File: src/rtl/scan_port_pkg.sv
package scan_port_pkg;

  typedef enum logic [3:0] {
    TS_RESET, TS_IDLE,
    TS_SEL_DR, TS_CAP_DR, TS_SHIFT_DR, TS_EXIT1_DR, TS_PAUSE_DR, TS_EXIT2_DR, TS_UPD_DR,
    TS_SEL_IR, TS_CAP_IR, TS_SHIFT_IR, TS_EXIT1_IR, TS_PAUSE_IR, TS_EXIT2_IR, TS_UPD_IR
  } tap_state_t;

  localparam int IR_W = 2;
  localparam int ID_W = 32;

  typedef enum logic [IR_W-1:0] {
    OP_EXTEST = 2'b00,
    OP_SAMPLE = 2'b01,
    OP_IDCODE = 2'b10,
    OP_BYPASS = 2'b11
  } op_t;

  localparam logic [IR_W-1:0] IR_CAPTURE = 2'b01;

  // One controller step for a given mode-select value.
  function automatic tap_state_t tap_step(tap_state_t s, logic m);
    case (s)
      TS_RESET:    return m ? TS_RESET    : TS_IDLE;
      TS_IDLE:     return m ? TS_SEL_DR   : TS_IDLE;
      TS_SEL_DR:   return m ? TS_SEL_IR   : TS_CAP_DR;
      TS_CAP_DR:   return m ? TS_EXIT1_DR : TS_SHIFT_DR;
      TS_SHIFT_DR: return m ? TS_EXIT1_DR : TS_SHIFT_DR;
      TS_EXIT1_DR: return m ? TS_UPD_DR   : TS_PAUSE_DR;
      TS_PAUSE_DR: return m ? TS_EXIT2_DR : TS_PAUSE_DR;
      TS_EXIT2_DR: return m ? TS_UPD_DR   : TS_SHIFT_DR;
      TS_UPD_DR:   return m ? TS_SEL_DR   : TS_IDLE;
      TS_SEL_IR:   return m ? TS_RESET    : TS_CAP_IR;
      TS_CAP_IR:   return m ? TS_EXIT1_IR : TS_SHIFT_IR;
      TS_SHIFT_IR: return m ? TS_EXIT1_IR : TS_SHIFT_IR;
      TS_EXIT1_IR: return m ? TS_UPD_IR   : TS_PAUSE_IR;
      TS_PAUSE_IR: return m ? TS_EXIT2_IR : TS_PAUSE_IR;
      TS_EXIT2_IR: return m ? TS_UPD_IR   : TS_SHIFT_IR;
      TS_UPD_IR:   return m ? TS_SEL_DR   : TS_IDLE;
      default:     return TS_RESET;
    endcase
  endfunction

  // Identification word: version, part, maker, then a constant 1 in bit 0.
  function automatic logic [ID_W-1:0] id_word(logic [3:0] v, logic [15:0] p, logic [10:0] mk);
    return {v, p, mk, 1'b1};
  endfunction

endpackage

File: src/rtl/scan_port_tap.sv
module scan_port_tap
  import scan_port_pkg::*;
(
  input  logic       tck,
  input  logic       trst_n,
  input  logic       tms,
  output tap_state_t state,
  output logic       in_reset,
  output logic       cap_dr,
  output logic       sh_dr,
  output logic       up_dr,
  output logic       cap_ir,
  output logic       sh_ir,
  output logic       up_ir
);

  always_ff @(posedge tck or negedge trst_n) begin
    if (!trst_n) state <= TS_RESET;
    else         state <= tap_step(state, tms);
  end

  assign in_reset = (state == TS_RESET);
  assign cap_dr   = (state == TS_CAP_DR);
  assign sh_dr    = (state == TS_SHIFT_DR);
  assign up_dr    = (state == TS_UPD_DR);
  assign cap_ir   = (state == TS_CAP_IR);
  assign sh_ir    = (state == TS_SHIFT_IR);
  assign up_ir    = (state == TS_UPD_IR);

endmodule

File: src/rtl/scan_port_cell.sv
module scan_port_cell (
  input  logic tck,
  input  logic trst_n,
  input  logic si,
  input  logic pi,
  input  logic shift_en,
  input  logic clk_en,
  input  logic upd_en,
  input  logic mode,
  output logic so,
  output logic po
);

  logic cap_q;
  logic hold_q;

  always_ff @(posedge tck or negedge trst_n) begin
    if (!trst_n) begin
      cap_q  <= 1'b0;
      hold_q <= 1'b0;
    end else begin
      if (clk_en) cap_q  <= shift_en ? si : pi;
      if (upd_en) hold_q <= cap_q;
    end
  end

  assign so = cap_q;
  assign po = mode ? hold_q : pi;

endmodule

File: src/rtl/scan_port_dev.sv
module scan_port_dev
  import scan_port_pkg::*;
#(
  parameter int          N_IN    = 2,
  parameter int          N_OUT   = 3,
  parameter logic [3:0]  ID_VER  = 4'h1,
  parameter logic [15:0] ID_PART = 16'h5AC3,
  parameter logic [10:0] ID_MFR  = 11'h0A5
) (
  input  logic             tck,
  input  logic             trst_n,
  input  logic             tms,
  input  logic             tdi,
  output logic             tdo,
  output logic             tdo_oe,
  input  logic [N_IN-1:0]  pin_in,
  output logic [N_IN-1:0]  core_in,
  input  logic [N_OUT-1:0] core_out,
  output logic [N_OUT-1:0] pin_out
);

  localparam int             NB     = N_IN + N_OUT;
  localparam logic [ID_W-1:0] ID_VAL = id_word(ID_VER, ID_PART, ID_MFR);

  tap_state_t st;
  logic in_reset, cap_dr, sh_dr, up_dr, cap_ir, sh_ir, up_ir;

  scan_port_tap u_tap (
    .tck(tck), .trst_n(trst_n), .tms(tms), .state(st),
    .in_reset(in_reset), .cap_dr(cap_dr), .sh_dr(sh_dr), .up_dr(up_dr),
    .cap_ir(cap_ir), .sh_ir(sh_ir), .up_ir(up_ir)
  );

  // Instruction path
  logic [IR_W-1:0] ir_sr;
  op_t             ir_q;

  always_ff @(posedge tck or negedge trst_n) begin
    if (!trst_n) begin
      ir_sr <= IR_CAPTURE;
      ir_q  <= OP_IDCODE;
    end else begin
      if (cap_ir)     ir_sr <= IR_CAPTURE;
      else if (sh_ir) ir_sr <= {tdi, ir_sr[IR_W-1:1]};
      if (in_reset)   ir_q  <= OP_IDCODE;
      else if (up_ir) ir_q  <= op_t'(ir_sr);
    end
  end

  // Data register selection
  logic sel_bsr, sel_id, sel_byp, extest;
  always_comb begin
    sel_bsr = 1'b0;
    sel_id  = 1'b0;
    sel_byp = 1'b0;
    case (ir_q)
      OP_EXTEST, OP_SAMPLE: sel_bsr = 1'b1;
      OP_IDCODE:            sel_id  = 1'b1;
      default:              sel_byp = 1'b1;
    endcase
  end
  assign extest = (ir_q == OP_EXTEST);

  // Bypass stage and identification register
  logic            byp_q;
  logic [ID_W-1:0] id_sr;

  always_ff @(posedge tck or negedge trst_n) begin
    if (!trst_n) begin
      byp_q <= 1'b0;
      id_sr <= '0;
    end else begin
      if (sel_byp && cap_dr)      byp_q <= 1'b0;
      else if (sel_byp && sh_dr)  byp_q <= tdi;
      if (sel_id && cap_dr)       id_sr <= ID_VAL;
      else if (sel_id && sh_dr)   id_sr <= {tdi, id_sr[ID_W-1:1]};
    end
  end

  // Boundary register: bit 0 nearest tdo, inputs low, outputs high
  logic [NB:0]   link;
  logic [NB-1:0] cell_pi, cell_po, cell_mode;

  assign link[NB]  = tdi;
  assign cell_pi   = {core_out, pin_in};
  assign cell_mode = {{N_OUT{extest}}, {N_IN{1'b0}}};

  for (genvar i = 0; i < NB; i++) begin : g_cell
    scan_port_cell u_cell (
      .tck(tck), .trst_n(trst_n),
      .si(link[i+1]), .pi(cell_pi[i]),
      .shift_en(sh_dr), .clk_en(sel_bsr && (cap_dr || sh_dr)),
      .upd_en(sel_bsr && up_dr), .mode(cell_mode[i]),
      .so(link[i]), .po(cell_po[i])
    );
  end

  assign core_in = cell_po[N_IN-1:0];
  assign pin_out = cell_po[NB-1:N_IN];

  // Serial output, registered on the falling edge
  logic dr_so;
  always_comb begin
    if (sel_bsr)     dr_so = link[0];
    else if (sel_id) dr_so = id_sr[0];
    else             dr_so = byp_q;
  end

  always_ff @(negedge tck or negedge trst_n) begin
    if (!trst_n) begin
      tdo    <= 1'b0;
      tdo_oe <= 1'b0;
    end else begin
      tdo    <= sh_ir ? ir_sr[0] : dr_so;
      tdo_oe <= sh_ir || sh_dr;
    end
  end

endmodule

File: config.mk
export PLATFORM = sky130hd
export DESIGN_NAME = scan_port_dev
export DESIGN_NICKNAME = d
export VERILOG_FILES = /design/src/rtl/scan_port_pkg.sv /design/src/rtl/scan_port_tap.sv /design/src/rtl/scan_port_cell.sv /design/src/rtl/scan_port_dev.sv
export SDC_FILE = /design/constraint.sdc
export NUM_CORES = 1
export LEC_CHECK = 0
export ABC_AREA = 1
export BUFFER_PORTS_ARGS = -buffer_cell sky130_fd_sc_hd__buf_4
export CAP_MARGIN = 30
export CORE_ASPECT_RATIO = 1.75
export CORE_UTILIZATION = 30
export CTS_CLUSTER_SIZE = 16
export DETAILED_ROUTE_END_ITERATION = 10
export GPL_ROUTABILITY_DRIVEN = 0
export HOLD_SLACK_MARGIN = 0.05
export MAX_ROUTING_LAYER = met4
export PLACE_DENSITY_LB_ADDON = 0.05
export SETUP_SLACK_MARGIN = 0.5
export SLEW_MARGIN = 20
export SYNTH_ARGS = -nofsm -noshare
export SYNTH_HDL_FRONTEND = slang
export SYNTH_SLANG_ARGS = --single-unit
File: constraint.sdc
create_clock -name tck -period 1.45 [get_ports tck]
set_input_delay 0.0725 -clock tck [delete_from_list [all_inputs] [get_ports tck]]
set_output_delay 0.0725 -clock tck [all_outputs]
set_load 0.01 [all_outputs]
== After elaboration in Yosys (flattened, before gate mapping) ==
Index checks and enable logic that the tools add are counted.

* Eq/ne operators: 17
* Muxes and demuxes: 35
* Reduce and logical (&&, ||, !) cells: 19

{| class="wikitable"
|+ Operator list
! cell !! number
|-
| $mux W32 || 2
|-
| $pmux W4 S12 || 1
|-
| $eq A4 B4 Y1 const B || 8
|-
| $mux W1 || 19
|-
| $eq A4 B3 Y1 const B || 4
|-
| $mux W4 || 4
|-
| $mux W2 || 7
|-
| $eq A4 B2 Y1 const B || 2
|-
| $reduce_bool A2 Y1 || 4
|-
| $logic_and A1 B1 Y1 || 6
|-
| $mux W3 || 2
|-
| $reduce_or A2 Y1 || 3
|-
| $reduce_or A3 Y1 || 2
|-
| $eq A4 B1 Y1 const B || 1
|-
| $logic_not A4 Y1 || 1
|-
| $eq A2 B1 Y1 const B || 1
|-
| $eq A2 B2 Y1 const B || 1
|-
| $logic_not A2 Y1 || 1
|-
| $logic_or A1 B1 Y1 || 2
|}

* Flip-flop bits (word level): 51
* Bits of input ports: 9
* Output and inout port bits: 7
* Word-level logic and storage cells: 86

== Logic depth before layout (Yosys ltp) ==
Gate-level depths: netlist (run 1).

* Depth in word-level cells: 6
* Depth in mapped cells: 9
* Mapped depth without buffers: 8

== By module ==
A second synthesis (run 1) with hierarchy kept.

* Cells, all modules: 331
* Area total of the unflattened synthesis: 2,723.9 um^2

{| class="wikitable"
|+ By module, submodules not included
! module !! instances !! cells each !! area each (um^2) !! seq. area each (um^2)
|-
| scan_port_dev || 1 || 185 || 1,801.7 || 978.4
|-
| scan_port_cell || 5 || 16 || 106.4 || 50.0
|-
| scan_port_tap || 1 || 66 || 390.4 || 100.1
|}

==> key figures, run 1 <==
Min path
  • Hold Crit Class: primary input to flop
  • Worst Hold Launch: tdi
  • WHS Path Cells: 2

Detailed routing
  • ANT nets after route: 0
  • Average vias per placed instance: 4.45
  • Vias: 2254
  • Drt drc: 0
  • Wire length per cell: 13.8 um
  • Initial DRC Count: 72
  • Pre-Repair DR Iteration Count: 4
  • Final wirelength: 6.98 mm

Logic synthesis
  • Mean Syn Cell Area: 8.04 um^2
  • Mapped Cells: about 320
  • EDFF count, synth: 0
  • Yosys reg bits: 51
  • Synthesis Warnings: 0
  • Synthesized-area fraction occupied by adder cells: 0
  • Compound-gate portion of the synthesized area: 0.105
  • Synth area leaders: dfrtp_1 45%, nand2_1 21%, o21ai_2 5.8%
  • Synthesized cell area: around 0.0026 mm^2
  • Synth Area in XOR/XNOR: 0
  • Seq/Total Area, Yosys: 0.494
  • Simple-gate share of the synthesized area: 0.294
  • Yosys top cell by area: dfrtp_1
  • Fraction of registers with async set/reset: 1.00
  • Main combinational cell family by area after synthesis: simple AND/OR/NAND/NOR gates
  • Distinct cells, synth: 26
  • Mux share of post-synthesis cell area: 0.00870
  • Leading register cell type out of synthesis: dfrtp_1
  • Syn nets: ~330
  • Area share of the largest cell type after synthesis: 0.454

Power and ir drop
  • Combinational share of power: 0.585
  • Pwr Density: 2030 mW/mm^2
  • Worst-case vdd ir drop: 0.918 mV
  • Sw frac: 0.398
  • P_sw: between 3 and 4 mW
  • Clk pwr share: 0.138
  • Int Power: 5.02 mW
  • Pleak: 2.12 nW
  • Share of power burned in registers: 0.277

CTS
  • CTS tree: built
  • H-tree depth: 2
  • Max Root-Sink Buffers: 2
  • CTS buffer count: 5
  • # clock sinks: 51
  • CTS root buf: clkbuf_16
  • Worst skew pair latency: 0.31 ns
  • Clock slew at reported path FFs: 0.07 ns

Timing
  • Fin Clk Skew: 0.0235 ns
  • Final-report hold violation count: 0
  • Setup ws final: -0.274 ns
  • Final setup vio count: 44
  • Worst slew pin tran: 0.377 ns
  • Setup TNS: -2.96 ns
  • RSZ-0062 raised after global routing: yes
  • Worst hold slack: 0.0579 ns
  • Final Max Slew Viols: 0
  • Worst slew margin: 0.749

Setup path
  • Worst Setup End Kind: flop
  • Crit start category: flop
  • Max FO, Critical Path: 4
  • Critical path origin: ir_q[1]$_DFFE_PN1P_
  • Critical path class: flop to flop
  • Worst endpoint required time: 0.89 ns
  • Worst R2R Path Depth: 5
  • Reg2reg start: ir_q[1]$_DFFE_PN1P_
  • CP Data Arrival Time: 1.16 ns

Layout
  • Syn-to-layout area delta: 59.0%
  • FILL cells: 810
  • Design Area, Final: 0.00412 mm^2
  • NumNets Final: 399
  • Commonest non-fill, non-tap cells in the layout: 90 x nand2_1, 47 x dfrtp_1, 35 x nand2_2
  • Commonest non-fill, non-tap cell in the layout: nand2_1
  • Storage cell area: about 0.0013 mm^2
  • Share of layout cells above drive strength 1: 0.501
  • Diode count: 0
  • Core Util, Final: 0.495
  • Multi-input gate area: 0.00145 mm^2

Floorplan
  • Die area: 0.00902 mm^2
  • Top Ports: 16
  • Core ar.: 0.00831 mm^2
  • Starting Density: 0.311
  • Die Span Y: between 100 and 150 um
  • Row count: 44
  • Die Wd: roughly 72 um

Place
  • Port bufs: 15
  • Placed Area: 0.00300 mm^2
  • Setup WS pre-CTS: -0.368 ns
  • Detailed Place HPWL: just over 4 mm

Outcome
  • Status: complete, but fails checks
  • Failing checks: negative setup slack

Global route
  • First-pass GRT wire length: about 12 mm
  • GRT Overall Usage: 0.177
  • Initial antenna violation count: 0
  • Congestion Overflow GR: 0
  • Largest net degree at the start of global routing: between 40 and 50
  • Vias in the first global route: 2402

Flow run
  • Max cap viols: 0
[logic make-up after synthesis]
logic type      Yosys count
simple gates            180
flops                    51
buf+inv                  49
compound gates           40
mux                       2
[power groups by stage]
stage	Combinational, mW	Clock, mW	Sequential [mW]
after floorplan	1.83	0	2.23
final	4.88	1.15	2.31
after global placement	2.72	0	2.23
after CTS	4.35	1.19	2.28
after global routing	5.30	1.24	2.37
after detailed placement	2.72	0	2.24
[what timing repair did]
| item | 4_1_cts | 5_1_grt |
|---|---|---|
| gates cloned | 10 | 0 |
| resized for setup | 121 | 59 |
| hold buffers | 1 | 0 |
| buffers inserted | 14 | 7 |
| setup endpoints to repair | 56 | 103 |
| hold endpoints to repair | 48 | 0 |
| pin swaps | 30 | 33 |
[layout make-up]
type	count	area share
flip-flops and latches	51	0.311
inverters	36	0.0422
clock inverters	1	0.00122
multi-input cells	222	0.352
repair buffers	71	0.216
clock buffers	7	0.0322
repair inverters	3	0.0106
well taps	115	0.0350
[flip-flops by register name, summed over array words and instances, names as in the netlist]
signal,flops
byp_q,1
g_cell.u_cell.hold_q,3
g_cell.u_cell.so,5
id_sr,32
ir_q,2
ir_sr,2
tdo,1
tdo_oe,1
u_tap.state,4
[synthesized netlist by cell type, types with 3 or more instances]
cell type,count
buf_4,5
inv_1,33
nand2_1,145
o21ai_0,18
dfrtp_1,47
buf_6,4
nor2_1,14
o21ai_2,17
nand3_1,11
buf_2,3
[critical path, stage by stage, from the launching register on]
cell and delay [ns]:
dfstp_2 0.58, inv_4 0.06, nand2_2 0.05, nand3_2 0.07, nand2_1 0.06, o21ai_1 0.05
[metal layers]
metal / track usage / part of all wire / up-vias / wire length [um]
met5: - / 0 / - / 0
met4: 0.0796 / 0.029 / 0 / 203
met3: 0.0291 / 0.022 / 15 / 152
met2: 0.328 / 0.58 / 25 / 4070
met1: 0.173 / 0.37 / 1083 / 2550
li1: - / - / 1131 / -
[per-stage QoR]
step	power [mW]	std cells
floorplan	4.06	322
global route	8.90	506
detailed placement	4.96	466
global placement	4.96	466
CTS	7.82	499
finish	8.34	506
[worst paths after layout]
kind,end,slack [ns]
worst max-delay path,tdo$_DFF_NN0_,-0.27
worst min-delay path,ir_sr[1]$_DFFE_PN0N_,0.06
worst max register to register,tdo$_DFF_NN0_,-0.27
worst min register to register,id_sr[14]$_DFFE_PN0P_,0.48
max in group asynchronous,ir_q[1]$_DFFE_PN1P_,0.61
min in group asynchronous,tdo_oe$_DFF_NN0_,0.15
Power figures use the tool's default switching activity.
==> run 2, diff against run 1 <==
--- a/config.mk
+++ b/config.mk
@@ -17,6 +17,7 @@
 export MAX_ROUTING_LAYER = met4
 export PLACE_DENSITY_LB_ADDON = 0.05
 export SETUP_SLACK_MARGIN = 0.5
+export SKIP_LAST_GASP = 1
 export SLEW_MARGIN = 20
 export SYNTH_ARGS = -nofsm -noshare
 export SYNTH_HDL_FRONTEND = slang
==> constraint.sdc (replaced) <==
create_clock -name tck -period 1.6 [get_ports tck]
set_input_delay 0.08 -clock tck [delete_from_list [all_inputs] [get_ports tck]]
set_output_delay 0.08 -clock tck [all_outputs]
set_load 0.01 [all_outputs]
==> run 2 against run 1 <==
The run still ends with negative setup slack left. Register-to-register slack improved by 0.07 ns. Critical path depth unchanged. Non-clock buffer count increased by 3. Flip-flop and latch count unchanged. Via count increased by 2.5%. Sequential power decreased by 7%. First-iteration DRC count decreased by 2.8%. Combinational power decreased by 7.2%. Count of clock-buffer cells in the layout decreased by 2. Power decreased by 7.4%. Critical endpoint unchanged. Highest routed layer unchanged.
==> key figures, run 2 (synthesis results as in run 1) <==
Outcome
  • Status: complete, but fails checks
  • Failing checks: negative setup slack

Detailed routing
  • ANT nets after route: 0 (unchanged)
  • Drt drc: 0 (unchanged)
  • Pre-Repair DR Iteration Count: 4 (unchanged)
  • Final wirelength: 7.05 mm (+0.99%)
  • Vias: 2310 (+2.5%)
  • Average vias per placed instance: 4.55 (+2.1%)
  • Wire length per cell: 13.9 um (+0.59%)
  • Initial DRC Count: 70 (-2.8%)

Min path
  • Hold endpoint: u_tap.state[3]$_DFF_PN0_
  • WHS Path Cells: 3 (+1)
  • Worst Hold Launch: tms
  • Hold Crit Class: primary input to flop

CTS
  • Max Root-Sink Buffers: 2 (unchanged)
  • CTS buffer count: 5 (unchanged)
  • Clock slew at reported path FFs: 0.07 ns (about the same)
  • CTS root buf: clkbuf_16
  • H-tree depth: 2 (unchanged)
  • CTS tree: built
  • # clock sinks: 51 (unchanged)
  • Worst skew pair latency: 0.31 ns (about the same)

Power and ir drop
  • Sw frac: 0.401 (+0.00326)
  • Int Power: 4.63 mW (-7.9%)
  • Combinational share of power: 0.586 (about the same)
  • Pwr Density: 1850 mW/mm^2 (-8.8%)
  • Clk pwr share: 0.136 (-0.002)
  • Worst-case vdd ir drop: 0.755 mV (-18%)
  • Pleak: 2.13 nW (+0.46%)
  • P_sw: 3.10 mW (-6.6%)
  • Share of power burned in registers: 0.277 (about the same)

Setup path
  • CP Data Arrival Time: 1.16 ns (about the same)
  • Worst endpoint required time: 0.95 ns (+0.06 ns)
  • Critical path buffers and inverters: 1 (unchanged)
  • CP max stage delay: 0.58 ns (about the same)
  • Crit start category: flop
  • Setup slack, reg-to-reg: -0.20 ns (+0.07 ns)
  • Critical path class: flop to flop
  • Worst R2R Path Depth: 5 (unchanged)
  • Max FO, Critical Path: 4 (unchanged)
  • Crit-path leading delay family: flip-flops
  • Critical R2R Capture: tdo$_DFF_NN0_
  • Reg2reg start: ir_q[1]$_DFFE_PN1P_
  • Slowest CP cell: dfstp_2
  • Worst Setup End Kind: flop
  • Worst path cell trace: inv_4 -> nand2_2 -> nand3_2 -> nand2_1 -> o21ai_1

Timing
  • RSZ-0062 raised after global routing: yes
  • Worst slew pin tran: 0.646 ns (+0.269 ns)
  • Setup TNS: -1.17 ns (+1.79 ns)
  • Setup ws final: -0.201 ns (+0.0729 ns)
  • Fin Clk Skew: 0.0203 ns (-0.00325 ns)
  • Final Max Slew Viols: 0 (unchanged)
  • Final setup vio count: 21 (-52%)
  • Final-report hold violation count: 0 (unchanged)
  • Worst slew margin: 0.569 (-0.180)

Floorplan
  • Die Span Y: 125 um (unchanged)
  • Starting Density: 0.311 (unchanged)
  • Die Wd: 72.2 um (unchanged)
  • Top Ports: 16 (unchanged)
  • Core ar.: 0.00831 mm^2 (unchanged)
  • Die area: 0.00902 mm^2 (unchanged)
  • Row count: 44 (unchanged)

Place
  • Port bufs: 15 (unchanged)
  • Detailed Place HPWL: 4.17 mm (+1.4%)
  • Setup WS pre-CTS: -0.246 ns (+0.122 ns)

Layout
  • Syn-to-layout area delta: 61.6%
  • Max reg flops: 32 (unchanged)
  • Commonest non-fill, non-tap cell in the layout: nand2_1
  • NumNets Final: 401 (+0.50%)
  • FILL cells: 794 (-2.0%)
  • Commonest non-fill, non-tap cells in the layout: 73 x nand2_1, 46 x nand2_2, 46 x dfrtp_1
  • Diode count: 0 (unchanged)
  • Top reg by flops: id_sr
  • Share of layout cells above drive strength 1: 0.552 (+0.0509)

Global route
  • Vias in the first global route: 2291 (-4.6%)
  • First-pass GRT wire length: 11.1 mm (-5.5%)
  • GRT Overall Usage: 0.165 (-0.0120)
  • Congestion Overflow GR: 0 (unchanged)
  • Initial antenna violation count: 0 (unchanged)
  • Largest net degree at the start of global routing: 49 (+2.1%)

Flow run
  • Max cap viols: 0 (unchanged)
run 2: cell count changes in the layout (fill, tap and decap cells not counted), sizes merged:
cell    change
clkbuf      -1
inv         -2
clkinv      +3
buf         +2
run 2: cell type report:
cell class                 instances  area, um^2  share of cell area
multi-input combinational        222        1510               0.361
clock buffer                       5         125              0.0299
inverter                          36         174              0.0416
timing repair buffer              74         902               0.216
clock inverter                     3        15.0             0.00359
tap                              115         144              0.0344
timing repair inverter             2        32.5             0.00778
sequential                        51        1280               0.306
run 2: worst reg2reg max path: cells and delay by family, from the launching register on:
| family | cells | cell delay [ns] |
|---|---|---|
| and+or+nand+nor | 3 | 0.18 |
| DFF | 1 | 0.58 |
| AOI/OAI and AO/OA | 1 | 0.05 |
| buffers and inverters | 1 | 0.06 |
run 2: metrics by stage:
step / util / hold slack (ns) / power, mW / cell area (um^2) / instances
after floorplan: - / -0.216 / 3.68 / 2620 / 322
after global placement: 0.357 / 0.0624 / 4.41 / 2970 / 463
after detailed placement: 0.357 / 0.0613 / 4.41 / 2970 / 463
after CTS: 0.451 / 0.0539 / 6.90 / 3750 / 494
after global routing: 0.503 / 0.0830 / 8.19 / 4180 / 508
final: 0.503 / 0.0658 / 7.73 / 4180 / 508
run 2: how the worst max path moves through the flow:
| stage | end | slack (ns) | depth (start not counted) | from |
|---|---|---|---|---|
| 2_1_floorplan | tdo$_DFF_NN0_ | -0.21 | 6 | u_tap.state[2]$_DFF_PN0_ |
| 3_3_place_gp | tdo$_DFF_NN0_ | -0.24 | 5 | ir_q[1]$_DFFE_PN1P_ |
| 3_5_place_dp | tdo$_DFF_NN0_ | -0.25 | 5 | ir_q[1]$_DFFE_PN1P_ |
| 4_1_cts | tdo$_DFF_NN0_ | -0.20 | 5 | ir_q[1]$_DFFE_PN1P_ |
| 5_1_grt | tdo$_DFF_NN0_ | -0.24 | 5 | ir_q[1]$_DFFE_PN1P_ |
| 6_report | tdo$_DFF_NN0_ | -0.20 | 5 | ir_q[1]$_DFFE_PN1P_ |
run 2: repair_timing:
action,in CTS,in global routing
resized for setup,99,101
setup endpoints to repair,56,56
pin swaps,27,31
hold buffers,1,0
buffers inserted,15,11
cloned,7,3
hold endpoints to repair,48,0
run 2: layer usage:
| layer | up-vias | global-route usage | wire length (um) |
|---|---|---|---|
| li1 | 1136 | - | - |
| met1 | 1140 | 0.168 | 2640 |
| met2 | 20 | 0.302 | 4090 |
| met3 | 14 | 0.0251 | 130 |
| met4 | 0 | 0.0704 | 191 |
| met5 | - | - | 0 |
run 2: power groups by stage:
stage / Clock [mW] / Combinational [mW] / Sequential [mW]
floorplan: 0 / 1.66 / 2.02
global placement: 0 / 2.37 / 2.03
detailed placement: 0 / 2.37 / 2.04
CTS: 1.09 / 3.72 / 2.09
global route: 1.12 / 4.87 / 2.20
finish: 1.05 / 4.53 / 2.14
